[config.mk]
export PLATFORM = sky130hd
export DESIGN_NAME = bus_handoff_ctrl
export DESIGN_NICKNAME = d
export VERILOG_FILES = /design/src/rtl/bus_handoff_pkg.sv /design/src/rtl/handoff_sync.sv /design/src/rtl/handoff_fsm.sv /design/src/rtl/bus_handoff_ctrl.sv
export SDC_FILE = /design/constraint.sdc
export NUM_CORES = 1
export LEC_CHECK = 0
export BUFFER_PORTS_ARGS = -buffer_cell sky130_fd_sc_hd__buf_4
export CORE_AREA = 2 2 39 41
export DETAILED_ROUTE_END_ITERATION = 12
export DIE_AREA = 0 0 41 43
export HOLD_SLACK_MARGIN = 0.02
export PLACE_DENSITY = 0.45
export SLEW_MARGIN = 30
export SYNTH_ARGS = -nofsm -noshare
export SYNTH_HDL_FRONTEND = slang
export SYNTH_SLANG_ARGS = --single-unit
[constraint.sdc]
create_clock -name clk_i -period 1.9 [get_ports clk_i]
set_clock_uncertainty 0.15 [all_clocks]
set_input_delay 0.19 -clock clk_i [delete_from_list [all_inputs] [get_ports clk_i]]
set_output_delay 0.19 -clock clk_i [all_outputs]
set_load 0.1 [all_outputs]
[src/rtl/bus_handoff_pkg.sv]
package bus_handoff_pkg;
  typedef enum logic [1:0] {
    ST_OWNED   = 2'b00,
    ST_GRANT   = 2'b01,
    ST_EXT     = 2'b10,
    ST_RECLAIM = 2'b11
  } arb_state_e;

  localparam logic [1:0] RPT_OWNED    = 2'b00;
  localparam logic [1:0] RPT_GRANTING = 2'b01;
  localparam logic [1:0] RPT_RELEASED = 2'b10;
endpackage

[src/rtl/handoff_sync.sv]
module handoff_sync #(
  parameter int STAGES = 2
) (
  input  logic clk_i,
  input  logic rst_ni,
  input  logic d_i,
  output logic q_o
);
  logic [STAGES-1:0] chain_q;

  generate
    for (genvar i = 0; i < STAGES; i++) begin : g_stage
      always_ff @(posedge clk_i or negedge rst_ni) begin
        if (!rst_ni) chain_q[i] <= 1'b0;
        else if (i == 0) chain_q[i] <= d_i;
        else chain_q[i] <= chain_q[(i == 0) ? 0 : i-1];
      end
    end
  endgenerate

  assign q_o = chain_q[STAGES-1];
endmodule

[src/rtl/handoff_fsm.sv]
module handoff_fsm
  import bus_handoff_pkg::*;
#(
  parameter int IDLE_CYCLES = 1
) (
  input  logic       clk_i,
  input  logic       rst_ni,
  input  logic       req_i,
  input  logic       ack_i,
  input  logic       busy_i,
  output logic       grant_o,
  output logic       drv_en_o,
  output logic       hold_o,
  output logic [1:0] state_o
);
  localparam int CW = (IDLE_CYCLES > 1) ? $clog2(IDLE_CYCLES) : 1;
  localparam logic [CW-1:0] CNT_LAST = CW'(IDLE_CYCLES - 1);

  arb_state_e state_q, state_d;
  logic [CW-1:0] cnt_q, cnt_d;

  always_comb begin
    state_d = state_q;
    cnt_d   = cnt_q;
    unique case (state_q)
      ST_OWNED:   if (req_i && !busy_i) state_d = ST_GRANT;
      // acknowledge outranks a simultaneous withdrawal
      ST_GRANT:   if (ack_i) state_d = ST_EXT;
                  else if (!req_i) state_d = ST_OWNED;
      ST_EXT: begin
        cnt_d = '0;
        if (!req_i && !ack_i) state_d = ST_RECLAIM;
      end
      ST_RECLAIM: begin
        if (cnt_q == CNT_LAST) state_d = ST_OWNED;
        else cnt_d = cnt_q + 1'b1;
      end
      default:    state_d = ST_OWNED;
    endcase
  end

  always_ff @(posedge clk_i or negedge rst_ni) begin
    if (!rst_ni) begin
      state_q <= ST_OWNED;
      cnt_q   <= '0;
    end else begin
      state_q <= state_d;
      cnt_q   <= cnt_d;
    end
  end

  assign grant_o  = (state_q == ST_GRANT);
  assign drv_en_o = (state_q == ST_OWNED) || (state_q == ST_GRANT);
  assign hold_o   = (state_q != ST_OWNED);
  always_comb begin
    unique case (state_q)
      ST_OWNED: state_o = RPT_OWNED;
      ST_GRANT: state_o = RPT_GRANTING;
      default:  state_o = RPT_RELEASED;
    endcase
  end

  a_r3_grant_at_boundary: assert property (@(posedge clk_i) disable iff (!rst_ni)
    $rose(grant_o) |-> $past(!busy_i));
  a_r4_grant_drops_on_ack: assert property (@(posedge clk_i) disable iff (!rst_ni)
    ($past(grant_o) && $past(ack_i)) |-> (!grant_o && !drv_en_o));
  a_r5_abort_keeps_bus: assert property (@(posedge clk_i) disable iff (!rst_ni)
    ($past(grant_o) && $past(!req_i && !ack_i)) |-> (drv_en_o && !grant_o));
  a_r6_no_grant_while_off: assert property (@(posedge clk_i) disable iff (!rst_ni)
    !(grant_o && !drv_en_o));
  a_r7_reclaim_gap: assert property (@(posedge clk_i) disable iff (!rst_ni)
    $rose(drv_en_o) |-> $past(state_q == ST_RECLAIM));
  a_r6_stay_released: assert property (@(posedge clk_i) disable iff (!rst_ni)
    ($past(state_q == ST_EXT) && $past(req_i || ack_i)) |-> !drv_en_o);
endmodule

[src/rtl/bus_handoff_ctrl.sv]
module bus_handoff_ctrl #(
  parameter int SYNC_STAGES = 2,
  parameter int IDLE_CYCLES = 1
) (
  input  logic       clk_i,
  input  logic       rst_ni,
  input  logic       br_ni,
  input  logic       bgack_ni,
  input  logic       cycle_busy_i,
  output logic       bg_no,
  output logic       drv_en_o,
  output logic       bus_hold_o,
  output logic [1:0] state_o
);
  logic req_s, ack_s, grant;

  handoff_sync #(.STAGES(SYNC_STAGES)) u_sync_req (
    .clk_i(clk_i), .rst_ni(rst_ni), .d_i(~br_ni), .q_o(req_s));
  handoff_sync #(.STAGES(SYNC_STAGES)) u_sync_ack (
    .clk_i(clk_i), .rst_ni(rst_ni), .d_i(~bgack_ni), .q_o(ack_s));

  handoff_fsm #(.IDLE_CYCLES(IDLE_CYCLES)) u_fsm (
    .clk_i   (clk_i),
    .rst_ni  (rst_ni),
    .req_i   (req_s),
    .ack_i   (ack_s),
    .busy_i  (cycle_busy_i),
    .grant_o (grant),
    .drv_en_o(drv_en_o),
    .hold_o  (bus_hold_o),
    .state_o (state_o)
  );

  assign bg_no = ~grant;

  a_r1_reset_idle: assert property (@(posedge clk_i)
    !rst_ni |=> (bg_no && drv_en_o));
endmodule

==> run_results.csv <==
group,metric,value,unit
critical_path,crit_path_cell_trace,"and2b_2 -> inv_1 -> buf_4",
worst_hold_path,hold_class,"in2async",
final_layout,final_layout_size_suffix_gt1_share,42.4,%
place,dpl.cell_count,43,
route,wirelength,438,um
sta,fin_crit,1580,ps
route,routedWlPerCell,8.94,um
critical_path,setup.worst_path.class,"reg2out",
sta,rsz0062_at_grt,"false",
sta,finalMaxSlewViolations,0,
route,drt_iter0_markers,1,
cts,clock_path_buffers,2,
final_layout,antenna_cells,0,
sta,fmax,632,MHz
final_layout,nets,40,
synthesis,ys_warn_count,0,
synthesis,syn_avg_cell_area,12.1,sq um
die,rows,14,
grt,grt_antenna_before_repair,0,
synthesis,seq_area_frac_synth,65.2,%
synthesis,synth-seq-cells,6,
critical_path,critPathMaxFanout,8,
critical_path,crit_slowest_cell,"dfrtp_1",
flow_run,maxCapViolations,0,
route,via_count,182,
place,gp_congestion,0.501,
die,die_h,43,um
critical_path,crit_arrival,1240,ps
cts,clkTransAtPathRegs,50,ps
cts,numCtsBuffers,3,
final_layout,area_delta_synth_final,59.2,%
sta,finalSetupViolations,0,
grt,grt_max_degree,9,
synthesis,synthCells,19,
critical_path,critPathLaunchType,"flop",
grt,track_usage,6.57,%
grt,grt_pass1_vias,179,
cts,htree_num_levels,1,
critical_path,critPathMaxStageDelay,430,ps
final_layout,final_cells,49,
route,route.detailed.drc,0,
place,portBuffers,9,
grt,grt_pass1_wl,669,um
outcome,status,"complete, no violations",
synthesis,ys_types,10,
cts,clk_latency,240,ps
cts,tritoncts,"built",
critical_path,required,1560,ps
route,drt_pass1_iterations,2,
synthesis,synthesis.nets,24,
sta,worst_pin_slew,274,ps
die,die_area,1760,sq um
critical_path,critPathTopFamily,"flip-flops",
cts,cts_root_buf,"clkbuf_4",
die,start_util,16.6,%
critical_path,worst_setup_path_end_kind,"output port",
synthesis,syn_area,230,sq um
sta,finalHoldViolations,0,
cts,cts.sinks,6,
route,vias_per_cell,3.71,
critical_path,path_buf_inv,2,
die,core_area,1380,sq um
die,io_pins,10,
sta,fin_setup_tns,0,ps
sta,finalCritPeriodShare,83.3,%
grt,grt_overflow_total,0,
route,ant_nets,0,
die,die_w,41,um
sta,slew_headroom,81.5,%
place,dp_hpwl,325,um
-- synthesized netlist by cell type --
master | instances | area share, %
or3_1 | 1 | 2.7
clkbuf_1 | 1 | 1.6
nand3b_1 | 1 | 3.3
dfrtp_1 | 6 | 65
o21ai_0 | 1 | 2.2
nor4b_1 | 2 | 7.6
nor4bb_1 | 1 | 4.3
or2_2 | 1 | 2.7
inv_1 | 4 | 6.5
and2b_2 | 1 | 3.8
-- cell usage in the layout, fill, tap and decap left out --
cell type and count:
and2b_2 1, buf_4 9, clkbuf_4 3, dfrtp_1 6, dlygate4sd3_1 3, inv_1 4
nand3b_1 1, nor4b_1 2, nor4bb_1 1, o21ai_0 1, or2_2 1, or3_1 1
-- what timing repair did --
action	4_1_cts	5_1_grt
buffers inserted	0	0
hold buffers	3	0
gates resized for setup	0	0
hold endpoints to repair	8	0
-- path summary, 6_finish.rpt --
path | end | slack (ps) | cells past startpoint
max reg2reg | u_fsm.state_q[0] | 670 | 2
max | bg_no | 320 | 3
max in group asynchronous | u_sync_req.q_o | 1360 | 2
min in group clk_i | u_sync_ack.q_o | 190 | 0
min reg2reg | u_sync_ack.q_o | 190 | 0
min | asynchronous set/reset pin | 130 | 2
-- per-stage QoR --
step / util [%] / setup slack [ps] / cell area [sq um] / hold slack [ps]
floorplan: - / 63.6 / 230 / -256
global route: 26.5 / 236 / 367 / 141
detailed placement: 22.7 / 575 / 314 / -148
global placement: 22.7 / 604 / 314 / -154
CTS: 26.5 / 308 / 367 / 129
finish: 26.5 / 318 / 367 / 130
-- area by class of cell --
| class | instances | area, sq um |
|---|---|---|
| clock buffers | 3 | 22.5 |
| fillers | 154 | 1020 |
| inverters | 4 | 15.0 |
| multi-input cells | 8 | 61.3 |
| flip-flops and latches | 6 | 150 |
| well taps | 16 | 20.0 |
| repair buffers | 12 | 97.6 |
-- cell families after synthesis --
kind of cell	Yosys count	synth area share [%]
simple gates	7	24.5
flops	6	65.2
buf+inv	5	8.15
compound gates	1	2.17
-- layer usage --
metal / routed length [um] / up-vias / share of wire (%) / global-route usage [%]
met3: 53 / 0 / 12 / 6.28
li1: - / 91 / - / -
met4: 0 / 0 / 0 / 6.00
met2: 213 / 10 / 49 / 9.06
met5: 0 / - / 0 / 0
met1: 172 / 81 / 39 / 4.92
Power is not shown: default switching activity piles up to over one toggle a cycle in this logic, so the estimate is an artifact.
